<file path="config.mk">
export PLATFORM = sky130hd
export DESIGN_NAME = svc_reset_supervisor
export DESIGN_NICKNAME = d
export VERILOG_FILES = /design/src/rtl/svc_pkg.sv /design/src/rtl/svc_sync.sv /design/src/rtl/svc_mr_filter.sv /design/src/rtl/svc_wd_timer.sv /design/src/rtl/svc_rst_timer.sv /design/src/rtl/svc_reset_supervisor.sv
export SDC_FILE = /design/constraint.sdc
export NUM_CORES = 1
export LEC_CHECK = 0
export BUFFER_PORTS_ARGS = -buffer_cell sky130_fd_sc_hd__buf_2
export CORE_MARGIN = 2
export CORE_UTILIZATION = 25
export DETAILED_ROUTE_END_ITERATION = 10
export PLACE_DENSITY = 0.38
export SLEW_MARGIN = 20
export SYNTH_ARGS = -nofsm -noshare
export SYNTH_HDL_FRONTEND = slang
export SYNTH_HIERARCHICAL = 1
export SYNTH_SLANG_ARGS = --single-unit
</file>
<file path="constraint.sdc">
create_clock -name clk -period 4.8 [get_ports clk]
set_clock_uncertainty 0.2 [all_clocks]
set_input_delay 0.72 -clock clk [delete_from_list [all_inputs] [get_ports clk]]
set_output_delay 0.72 -clock clk [all_outputs]
set_load 0.02 [all_outputs]
</file>
<file path="src/rtl/svc_pkg.sv">
`timescale 1ns/1ps
package svc_pkg;
  // Reset causes collected for the interval timer
  typedef struct packed {
    logic supply_low;
    logic manual;
    logic watchdog;
  } svc_cause_t;

  function automatic int unsigned cnt_width(input int unsigned limit);
    return (limit < 2) ? 1 : $clog2(limit + 1);
  endfunction
endpackage

</file>
<file path="src/rtl/svc_sync.sv">
`timescale 1ns/1ps
module svc_sync #(
  parameter int          W      = 1,
  parameter int          STAGES = 2,
  parameter logic [W-1:0] INIT  = '0
) (
  input  logic         clk,
  input  logic         rst_n,
  input  logic [W-1:0] d,
  output logic [W-1:0] q
);
  logic [W-1:0] stg [STAGES];

  genvar i;
  generate
    for (i = 0; i < STAGES; i++) begin : g_stage
      if (i == 0) begin : g_first
        always_ff @(posedge clk or negedge rst_n) begin
          if (!rst_n) stg[i] <= INIT;
          else        stg[i] <= d;
        end
      end else begin : g_next
        always_ff @(posedge clk or negedge rst_n) begin
          if (!rst_n) stg[i] <= INIT;
          else        stg[i] <= stg[i-1];
        end
      end
    end
  endgenerate

  assign q = stg[STAGES-1];
endmodule

</file>
<file path="src/rtl/svc_mr_filter.sv">
`timescale 1ns/1ps
module svc_mr_filter #(
  parameter int MR_FILT_CYCLES = 13
) (
  input  logic clk,
  input  logic rst_n,
  input  logic mr_s_n,     // synchronized manual request, active low
  output logic mr_active
);
  localparam int FW = svc_pkg::cnt_width(MR_FILT_CYCLES);
  localparam logic [FW-1:0] FULL = FW'(MR_FILT_CYCLES);

  logic [FW-1:0] low_cnt;

  always_ff @(posedge clk or negedge rst_n) begin
    if (!rst_n)            low_cnt <= '0;
    else if (mr_s_n)       low_cnt <= '0;
    else if (low_cnt != FULL) low_cnt <= low_cnt + 1'b1;
  end

  assign mr_active = (low_cnt == FULL);

  // a high level on the synchronized input drops the request next cycle
  a_r4_high_releases: assert property (@(posedge clk) disable iff (!rst_n)
    mr_s_n |=> !mr_active);
  // the request can only start while the input is low
  a_r4_start_needs_low: assert property (@(posedge clk) disable iff (!rst_n)
    $rose(mr_active) |-> $past(!mr_s_n));
endmodule

</file>
<file path="src/rtl/svc_wd_timer.sv">
`timescale 1ns/1ps
module svc_wd_timer #(
  parameter int WD_CYCLES = 220_000_000
) (
  input  logic clk,
  input  logic rst_n,
  input  logic wdi_s,       // synchronized kick input
  input  logic wd_en,
  input  logic rst_active,  // reset currently driven to the processor
  output logic wd_fire
);
  localparam int WW = svc_pkg::cnt_width(WD_CYCLES);
  localparam logic [WW-1:0] LAST = WW'(WD_CYCLES - 1);

  logic          wdi_prev;
  logic          kick;
  logic [WW-1:0] wd_cnt;

  assign kick = wdi_s ^ wdi_prev;

  always_ff @(posedge clk or negedge rst_n) begin
    if (!rst_n) begin
      wdi_prev <= 1'b0;
      wd_cnt   <= '0;
    end else begin
      wdi_prev <= wdi_s;
      if (!wd_en || rst_active || kick) wd_cnt <= '0;
      else if (wd_cnt != LAST)          wd_cnt <= wd_cnt + 1'b1;
    end
  end

  assign wd_fire = wd_en && !rst_active && !kick && (wd_cnt == LAST);

  // any edge on the kick input restarts the count
  a_r5_kick_clears: assert property (@(posedge clk) disable iff (!rst_n)
    kick |=> (wd_cnt == '0));
  // the count is held at zero while reset is driven
  a_r7_hold_during_reset: assert property (@(posedge clk) disable iff (!rst_n)
    rst_active |=> (wd_cnt == '0));
  // a disabled watchdog restarts from zero
  a_r8_disable_clears: assert property (@(posedge clk) disable iff (!rst_n)
    !wd_en |=> (wd_cnt == '0));
endmodule

</file>
<file path="src/rtl/svc_rst_timer.sv">
`timescale 1ns/1ps
module svc_rst_timer #(
  parameter int RST_CYCLES = 26_250_000
) (
  input  logic clk,
  input  logic rst_n,
  input  logic cause,
  output logic hold_q,
  output logic hold_n_q
);
  localparam int RW = svc_pkg::cnt_width(RST_CYCLES);
  localparam logic [RW-1:0] RELOAD = RW'(RST_CYCLES - 1);

  logic [RW-1:0] remain;
  logic          hold_d;
  logic [RW-1:0] remain_d;

  always_comb begin
    hold_d   = hold_q;
    remain_d = remain;
    if (cause) begin
      hold_d   = 1'b1;
      remain_d = RELOAD;
    end else if (hold_q) begin
      if (remain == '0) hold_d = 1'b0;
      else              remain_d = remain - 1'b1;
    end
  end

  always_ff @(posedge clk or negedge rst_n) begin
    if (!rst_n) begin
      hold_q   <= 1'b1;
      hold_n_q <= 1'b0;
      remain   <= RELOAD;
    end else begin
      hold_q   <= hold_d;
      hold_n_q <= !hold_d;
      remain   <= remain_d;
    end
  end

  // every active cause keeps or sets the hold
  a_r10_cause_holds: assert property (@(posedge clk) disable iff (!rst_n)
    cause |=> hold_q);
  // release only follows a cycle with no active cause
  a_r10_release_quiet: assert property (@(posedge clk) disable iff (!rst_n)
    $fell(hold_q) |-> $past(!cause));
  // the hold persists while time remains
  a_r2_interval_runs: assert property (@(posedge clk) disable iff (!rst_n)
    (hold_q && remain != '0) |=> hold_q);
endmodule

</file>
<file path="src/rtl/svc_reset_supervisor.sv">
`timescale 1ns/1ps
module svc_reset_supervisor #(
  parameter int RST_CYCLES     = 26_250_000,
  parameter int WD_CYCLES      = 220_000_000,
  parameter int MR_FILT_CYCLES = 13,
  parameter int SYNC_STAGES    = 2
) (
  input  logic clk,
  input  logic rst_n,
  input  logic supply_ok,
  input  logic mr_n,
  input  logic wdi,
  input  logic wd_en,
  output logic rst_out_n,
  output logic rst_out
);
  import svc_pkg::*;

  logic [1:0] raw_in;
  logic [1:0] sync_out;
  logic       mr_s_n;
  logic       wdi_s;
  logic       mr_active;
  logic       wd_fire;
  logic       hold_q;
  logic       hold_n_q;
  logic       rst_active;
  svc_cause_t causes;

  assign raw_in = {mr_n, wdi};

  svc_sync #(.W(2), .STAGES(SYNC_STAGES), .INIT(2'b10)) u_sync (
    .clk(clk), .rst_n(rst_n), .d(raw_in), .q(sync_out)
  );
  assign mr_s_n = sync_out[1];
  assign wdi_s  = sync_out[0];

  svc_mr_filter #(.MR_FILT_CYCLES(MR_FILT_CYCLES)) u_mr (
    .clk(clk), .rst_n(rst_n), .mr_s_n(mr_s_n), .mr_active(mr_active)
  );

  assign rst_active = hold_q || !supply_ok;

  svc_wd_timer #(.WD_CYCLES(WD_CYCLES)) u_wd (
    .clk(clk), .rst_n(rst_n), .wdi_s(wdi_s), .wd_en(wd_en),
    .rst_active(rst_active), .wd_fire(wd_fire)
  );

  always_comb begin
    causes.supply_low = !supply_ok;
    causes.manual     = mr_active;
    causes.watchdog   = wd_fire;
  end

  svc_rst_timer #(.RST_CYCLES(RST_CYCLES)) u_rst (
    .clk(clk), .rst_n(rst_n), .cause(|causes),
    .hold_q(hold_q), .hold_n_q(hold_n_q)
  );

  // The supply path bypasses the clock so an undervoltage acts at once
  assign rst_out   = hold_q || !supply_ok;
  assign rst_out_n = hold_n_q && supply_ok;

  // supply low forces both outputs in the same cycle
  a_r1_supply_immediate: assert property (@(posedge clk) disable iff (!rst_n)
    !supply_ok |-> (rst_out && !rst_out_n));
  // the two outputs never agree
  a_r9_complementary: assert property (@(posedge clk) disable iff (!rst_n)
    rst_out_n != rst_out);
endmodule

</file>
; Word-level counts from Yosys, hierarchy flattened
; Cells that the tools add are included.
[op_classes]
addsub = 3
n_eq_ne = 5
n_mux = 10
bitwise_logic = 1
n_reduce_logical = 18
[op_table]
columns = op, count
row1 = $mux W25, 3
row2 = $mux W28, 2
row3 = $add A28 B1 Y28 const B, 1
row4 = $eq A28 B28 Y1 const B, 1
row5 = $ne A28 B28 Y1 const B, 1
row6 = $logic_not A25 Y1, 1
row7 = $sub A25 B1 Y25 const B, 1
row8 = $mux W4, 2
row9 = $reduce_bool A2 Y1, 3
row10 = $logic_not A1 Y1, 5
row11 = $add A4 B1 Y4 const B, 1
row12 = $eq A4 B4 Y1 const B, 1
row13 = $logic_and A1 B1 Y1, 4
row14 = $ne A4 B4 Y1 const B, 1
row15 = $logic_or A1 B1 Y1, 3
row16 = $mux W1, 3
row17 = $reduce_or A3 Y1, 1
row18 = $ne A2 B1 Y1 const B, 1
row19 = $reduce_and A2 Y1, 1
row20 = $xor A1 B1 Y1, 1
[totals]
register_bits = 64
inputBits = 6
out_inout_bits = 2
word_cells = 45

; Logic depth before layout (Yosys ltp)
; Gate-level depths: netlist of the first run.
[depth]
word_depth = 9
ltp_mapped = 13
depth_no_buf = 10

; Modules after synthesis
; The synthesis of the first run kept the hierarchy.
[modules_own_cells]
columns = mod, n_inst, cells_per_inst, area_per_inst_um2, seq_area_each_um2
row1 = svc_rst_timer, 1, 146, 1582.8, 690.7
row2 = svc_wd_timer, 1, 164, 1560.2, 725.7
row3 = svc_mr_filter, 1, 22, 241.5, 100.1
row4 = svc_sync, 1, 6, 117.6, 102.6
row5 = svc_reset_supervisor, 1, 3, 23.8, 0.0

; Least setup slack after synthesis of the first run
; Ideal clock, no wire load.
[synth_timing]
kind = input to register
startpoint = input port supply_ok
endpoint = register u_rst.remain[12]
setup_time_ns = 0.095
t_arrival_ns = 2.592
t_required_ns = 4.505
path_slack_ns = 1.912
path_stages = 8
n_path_buf = 2
cell_sequence = or2b_1 > nand3b_2 > clkbuf_1 > nor2_1 > or3b_1 > clkbuf_1 > or2_2 > o31ai_1
[synth_between]
elab_chain_cells = 9
word_cells_on_any_way = 11
classes_between = eq/ne: 1 / mux: 1 / reduce/logical: 9
[synth_lines]
columns = element, line
row1 = from (decl), svc_reset_supervisor.sv:10  ; input logic supply_ok,
row2 = $logic_not A1 Y1 *, svc_reset_supervisor.sv:42  ; assign rst_active = hold_q || !supply_ok;
row3 = $logic_or A1 B1 Y1 *, svc_reset_supervisor.sv:42
row4 = $logic_not A1 Y1 *, svc_wd_timer.sv:32  ; assign wd_fire = wd_en && !rst_active && !kick && (wd_cnt == LAST);
row5 = $logic_and A1 B1 Y1 * (3 in series), svc_wd_timer.sv:32
row6 = net wd_fire, svc_reset_supervisor.sv:24  ; logic wd_fire;
row7 = $reduce_or A3 Y1 *, svc_reset_supervisor.sv:56  ; .clk(clk), .rst_n(rst_n), .cause(|causes),
row8 = $ne A2 B1 Y1 (no source line) / $reduce_bool A2 Y1 (equally long branches), -
row9 = $reduce_and A2 Y1 (no source line), -
row10 = to (signal assigned), svc_rst_timer.sv:38  ; remain <= remain_d;
row11 = to (decl), svc_rst_timer.sv:14  ; logic [RW-1:0] remain;
; Mark *: on every way through the listed nets, which the timed path passes. The rest lies on a longest branch.
; A chain may end at the register's enable or synchronous reset.

; Worst setup path in the final report of the first run
[layout_timing]
startpoint = register u_wd.wd_cnt[0]
endpoint = register u_rst.remain[10]
[layout_between]
elab_chain_cells = 5
word_cells_on_any_way = 7
classes_between = eq/ne: 2 / mux: 1 / reduce/logical: 4
[layout_lines]
columns = element, line
row1 = from (decl), svc_wd_timer.sv:17  ; logic [WW-1:0] wd_cnt;
row2 = from (signal assigned), svc_wd_timer.sv:28  ; else if (wd_cnt != LAST) wd_cnt <= wd_cnt + 1'b1;
row3 = $eq A28 B28 Y1 *, svc_wd_timer.sv:32
row4 = $logic_and A1 B1 Y1 *, svc_wd_timer.sv:32
row5 = net wd_fire, svc_reset_supervisor.sv:24
row6 = $reduce_or A3 Y1 *, svc_reset_supervisor.sv:56
row7 = $ne A2 B1 Y1 (no source line) / $reduce_bool A2 Y1 (equally long branches), -
row8 = $reduce_and A2 Y1 (no source line), -
; Marked as above.

==> results.md, run 1 <==
* Outcome: finished, final reports clean
* GR Layer Usage met1 at 15.3%
* Post-synthesis area per instance at 10.3 µm²
* Row Count at 43
* Synth cell types at 58
* RSZ-0062 raised after global routing: false
* Residual DRC at 0
* Detailed Place HPWL at 5000 µm
* CP max stage delay at 0.51 ns
* Post-cts resize count at 0
* Num CTS Buffers at 9
* RePlAce Congestion at 0.783
* Hold_sp: u_sync/stg[3]
* Crit path DAT at 2.95 ns
* Sequential share of the synthesized area at 45.9%
* Hold Crit Class: reg -> reg
* Initial antenna violation count at 0
* Setup Viol. Count Final at 0
* First-pass GRT wire length at 12900 µm
* Total wire length at 7560 µm
* Clk sinks at 64
* Drt pass-1 iters at 4
* Power per Cell Area at 307 nW/µm²
* Crit-path slowest cell: or4_1
* Post-CTS Setup Repair Bufs at 0
* Worst-Margin Slew at 0.853 ns
* Latest clock arrival within the worst-skew pair at 0.33 ns
* Core area at 13800 µm²
* Maximum Capacitance Violations at 0
* Largest net degree at the start of global routing at 65
* Ys flop type: dfrtp_1
* Ratio of cells with drive above 1 in the final layout at 20.1%
* Max FO, Critical Path at 21
* Top area cells in the synthesized netlist: dfrtp_1, dfstp_2, xor2_1, nor2_1, xnor2_1
* Total grt overflow at 0
* Antenna violation net count after detailed routing at 0
* Initial Util at 25.5%
* Fin crit share at 59.9%
* Crit path launch type: flop
* Cell Area, Synth at 3530 µm²
* Count of final hold-check violations at 0
* Critical path endpoint category: flop
* Clock-pin transition on the worst setup and hold timing paths at 0.05 ns
* Flops & latches, synth at 64
* Yosys warnings at 6
* Routed length per instance at 14.2 µm
* Data required, critical path at 4.87 ns
* Grt peak-use layer: met2
* H-tree level count at 3
* Met3 global-route usage at 3.07%
* Vias in the first global route at 2498
* Slew Viols, Final at 0
* Via density at 4.68
* Clock Tree Root: clkbuf_16
* CTS tree: built
* Hold_buf cts at 0
* 1st-iter DRT viols at 118
* Lkg Pwr at 1.52 nW
* Mapped Cells at 341
* Peak supply drop at 0.118 mV
* Die width at 123 µm
* IO Count at 8
* Post-synth EDFFs at 0
* Total negative setup slack at 0 ns
* Fin crit period at 2.87 ns
* Die height at 123 µm
* R2R Path Start: u_wd/wd_cnt[0]
* Layout area overhead at 13.7%
* Mapped Nets at 352
* CP most frequent cell: nor2_1
* Leading area contributor after synthesis: dfrtp_1
* Met2 GRT Util at 16.3%
* Total number of vias at 2492
* Worst relative slew slack at 43.1%
* Max Fclk at 348 MHz
* Kind of critical path: reg -> reg
* Post-synth ARST share at 100%
* Worst Setup SP: u_wd/wd_cnt[0]
* Die Area at 15100 µm²
* CP Cell Sequence: ha_1 > nand3_1 > nor2_1 > and3_2 > inv_1 > nor2_1 > or3b_1 > buf_4 > or4_1 > nand2_1
* Core Util, Final at 29.0%
* Port-buffer cells at 7
* N_diodes at 0
* Post-synth top area share at 35.5%
* Clk buf depth at 2
* Final net count at 359
* Gr usage total at 11.2%
-- state kept, by name, indices dropped and copies added, names as in the netlist --
name and cells:
u_mr/low_cnt 4, u_rst/hold_n_q 1, u_rst/hold_q 1, u_rst/remain 25, u_sync/q 2, u_sync/stg 2
u_wd/wd_cnt 28, u_wd/wdi_prev 1
-- power by group --
group	internal (W)	switching [W]	total, W
combinational	0.0000115	0.0000233	0.0000348
clock	0.000405	0.000234	0.000639
sequential	0.000549	0.00000727	0.000556
total	0.000966	0.000264	0.00123
-- cell usage after synthesis, types with 6 or more instances --
cell type,instances
nor3_1,6
or3_1,10
nand3_1,17
xnor2_1,16
a21oi_1,11
o21ai_0,9
and2_1,6
nor4_2,6
xor2_1,18
dfrtp_1,50
nor2_1,40
nand4_1,14
nor4_1,6
inv_1,7
dfstp_2,14
nand2_1,22
-- worst max-delay path, delay by kind of cell, from the launching register on --
kind,cells,cell delay [ns]
and+or+nand+nor,7,1.56
DFF,1,0.40
adders and majority gates,1,0.35
buffers and inverters,2,0.31
-- final timing paths --
check / cells past startpoint / slack, ns / endpoint
min reg2reg: 0 / 0.15 / u_sync/q[1]
max reg2reg: 10 / 1.93 / u_rst/remain[10]
min in group asynchronous: 2 / 0.38 / u_rst/remain[7]
max in group asynchronous: 2 / 3.46 / u_mr/low_cnt[1]
min: 0 / 0.15 / u_sync/q[1]
max: 10 / 1.93 / u_rst/remain[10]
-- logic make-up after synthesis --
family,after synthesis,synth area share [%]
fa+ha+maj,5,1.77
mux,3,0.852
simple gates,175,32.2
flops,64,45.9
compound gates,39,7.35
xor+xnor,34,8.45
buf+inv,21,3.48
-- metrics by stage --
step	power (W)	cell area (µm²)	setup slack, ns	hold slack [ns]	cells
floorplan	0.000583	3530	1.91	0.131	341
global placement	0.000601	3710	1.97	0.134	517
detailed placement	0.000602	3710	1.86	0.137	517
CTS	0.00126	4010	1.86	0.157	533
global route	0.00128	4010	1.60	0.157	533
finish	0.00123	4010	1.93	0.155	533
-- area by class of cell --
| type | count | area (µm²) |
|---|---|---|
| multi-input combinational | 256 | 1780 |
| tap | 180 | 225 |
| timing repair buffer | 10 | 57.6 |
| fill | 1440 | 9820 |
| clock inverter | 2 | 12.5 |
| inverter | 7 | 26.3 |
| sequential | 64 | 1620 |
| clock buffer | 14 | 284 |
-- cell usage in the layout (no fill, tap or decap), types with 3 or more instances in the layout --
master     count
a21oi_1       11
a31oi_1        4
and2_1         6
and3_1         3
and3_2         4
buf_2          7
buf_4          3
clkbuf_16      9
clkbuf_8       4
dfrtp_1       50
dfstp_2       14
ha_1           5
inv_1          7
mux2i_1        3
nand2_1       22
nand3_1       17
nand4_1       14
nor2_1        40
nor2b_1        3
nor3_1         6
nor3b_1        3
nor4_1         6
nor4_2         6
nor4_4         4
nor4b_2        3
o211ai_1       3
o21ai_0        9
or3_1         10
or4_1          4
xnor2_1       16
xor2_1        18
-- layer usage --
layer	up-vias	part of all wire (%)
li1	1241	-
met1	1210	50
met2	34	45
met3	7	3.3
met4	0	1.6
met5	-	0
(Power assumes the default switching activity.)
==> inputs of run 2 (changes only) <==
==> constraint.sdc (replaced) <==
create_clock -name clk -period 3 [get_ports clk]
set_clock_uncertainty 0.2 [all_clocks]
set_input_delay 0.45 -clock clk [delete_from_list [all_inputs] [get_ports clk]]
set_output_delay 0.45 -clock clk [all_outputs]
set_load 0.02 [all_outputs]
==> results.md, run 2 (synthesis results as in run 1) <==
* Hold_buf cts at 0
* First-pass GRT wire length at 13000 µm
* Hold Crit Class: in -> async
* Fin crit period at 2.51 ns
* Clock Tree Root: clkbuf_16
* Most frequent cells in the layout: dfrtp_1, nor2_1, nand2_1, xor2_1, nand3_1
* Count of final hold-check violations at 26
* Total wire length at 7560 µm
* Die height at 123 µm
* Gr usage total at 11.2%
* Max FO, Critical Path at 6
* Crit path DAT at 2.58 ns
* Routed length per instance at 14.1 µm
* Setup Viol. Count Final at 0
* RSZ-0062 raised after global routing: false
* Regs by FF count: u_wd/wd_cnt (28), u_rst/remain (25), u_mr/low_cnt (4)
* Detailed Place HPWL at 5170 µm
* Outcome: complete, but fails checks
* CP max stage delay at 0.53 ns
* Post-cts resize count at 0
* Total number of vias at 2510
* Row Count at 43
* Ratio of cells with drive above 1 in the final layout at 20.7%
* Slew Viols, Final at 0
* CTS tree: built
* Setup slack at placement at 0.494 ns
* Residual DRC at 0
* Peak supply drop at 0.234 mV
* Largest net degree at the start of global routing at 39
* Worst hold slack at -0.0152 ns
* Worst-Margin Slew at 0.717 ns
* Failing checks: negative hold slack
* Critical path endpoint category: flop
* N_diodes at 0
* Final net count at 363
* CP most frequent cell: nor2_1
* Maximum Capacitance Violations at 0
* Post-route insts no fill at 537
* Max Fclk at 398 MHz
* Core area at 13800 µm²
* Crit-path slowest cell: or4_1
* Via density at 4.67
* Kind of critical path: reg -> reg
* H-tree level count at 3
* Crit path launch type: flop
* Clk sinks at 64
* Initial antenna violation count at 0
* Initial Util at 25.5%
* Num CTS Buffers at 9
* Clk buf depth at 2
* CP Cell Sequence: ha_1 > nand3_1 > nor2_1 > and3_2 > inv_1 > nor2_1 > or3b_1 > or4_1 > nand2_1
* R2R Path Start: u_wd/wd_cnt[0]
* Worst Setup SP: u_wd/wd_cnt[0]
* Most common cell after layout, fill and taps aside: dfrtp_1
* IO Count at 8
* Area occupied by multi-input gates at 1780 µm²
* Power per Cell Area at 489 nW/µm²
* Worst relative slew slack at 52.2%
* Post-CTS Setup Repair Bufs at 0
* Latest clock arrival within the worst-skew pair at 0.33 ns
* Fill count at 1417
* Dpl cells at 521
* Drt pass-1 iters at 4
* Total grt overflow at 0
* Port-buffer cells at 7
* Fin crit share at 83.8%
* Antenna violation net count after detailed routing at 0
* 1st-iter DRT viols at 117
* Reg area at 1620 µm²
* Vias in the first global route at 2558
* Die width at 123 µm
* Clock-pin transition on the worst setup and hold timing paths at 0.05 ns
* Layout area overhead at 14.8%
* Crit path buffers/inverters at 1
* Lkg Pwr at 1.55 nW
* Die Area at 15100 µm²
* RePlAce Congestion at 0.756
* Setup ws final at 0.487 ns
* Max reg flops at 28
* Data required, critical path at 3.07 ns
* Total negative setup slack at 0 ns
* Biggest register: u_wd/wd_cnt
* CP top delay family: simple AND/OR/NAND/NOR gates
run 2: cell type report:
class	instances	share of cell area [%]
sequential	64	40.0
tap	180	5.57
clock buffer	12	6.09
clock inverter	4	1.11
inverter	7	0.649
timing repair buffer	14	2.47
multi-input combinational	256	44.1
run 2: stage by stage:
stage          area (µm²)  total power [W]  utilization, %
3_5_place_dp         3750         0.000967            27.2
2_1_floorplan        3530         0.000933               -
4_1_cts              4050          0.00202            29.3
6_report             4050          0.00198            29.3
5_1_grt              4050          0.00207            29.3
3_3_place_gp         3750         0.000967            27.2
run 2: worst reg2reg max path, stage by stage (launching register included):
cell and delay, ns:
dfrtp_1 0.40, ha_1 0.22, nand3_1 0.14, nor2_1 0.11, and3_2 0.23, inv_1 0.07, nor2_1 0.04, or3b_1 0.45
or4_1 0.53, nand2_1 0.08
run 2: path summary, 6_finish.rpt:
| check | to | slack, ns | depth (start not counted) |
|---|---|---|---|
| min in group clk | u_sync/stg[3] | 0.02 | 1 |
| max | u_rst/remain[10] | 0.49 | 9 |
| min reg2reg | u_sync/q[0] | 0.15 | 0 |
| min | u_wd/wd_cnt[22] | -0.02 | 1 |
| max in group asynchronous | u_sync/q[1] | 1.91 | 2 |
| max reg2reg | u_rst/remain[10] | 0.49 | 9 |
run 2: routing by layer:
metal / part of all wire [%] / GRT usage [%] / routed length, µm
met5: 0 / 0 / 0
met4: 0.86 / 2.59 / 65
met3: 2.5 / 3.81 / 186
met2: 47 / 17.4 / 3550
met1: 50 / 15.0 / 3750
run 2: where the power goes:
group | switching, W | total, W | internal, W
clock network | 0.000367 | 0.00103 | 0.000661
registers | 0.0000112 | 0.000890 | 0.000878
logic | 0.0000387 | 0.0000600 | 0.0000213
total | 0.000417 | 0.00198 | 0.00156
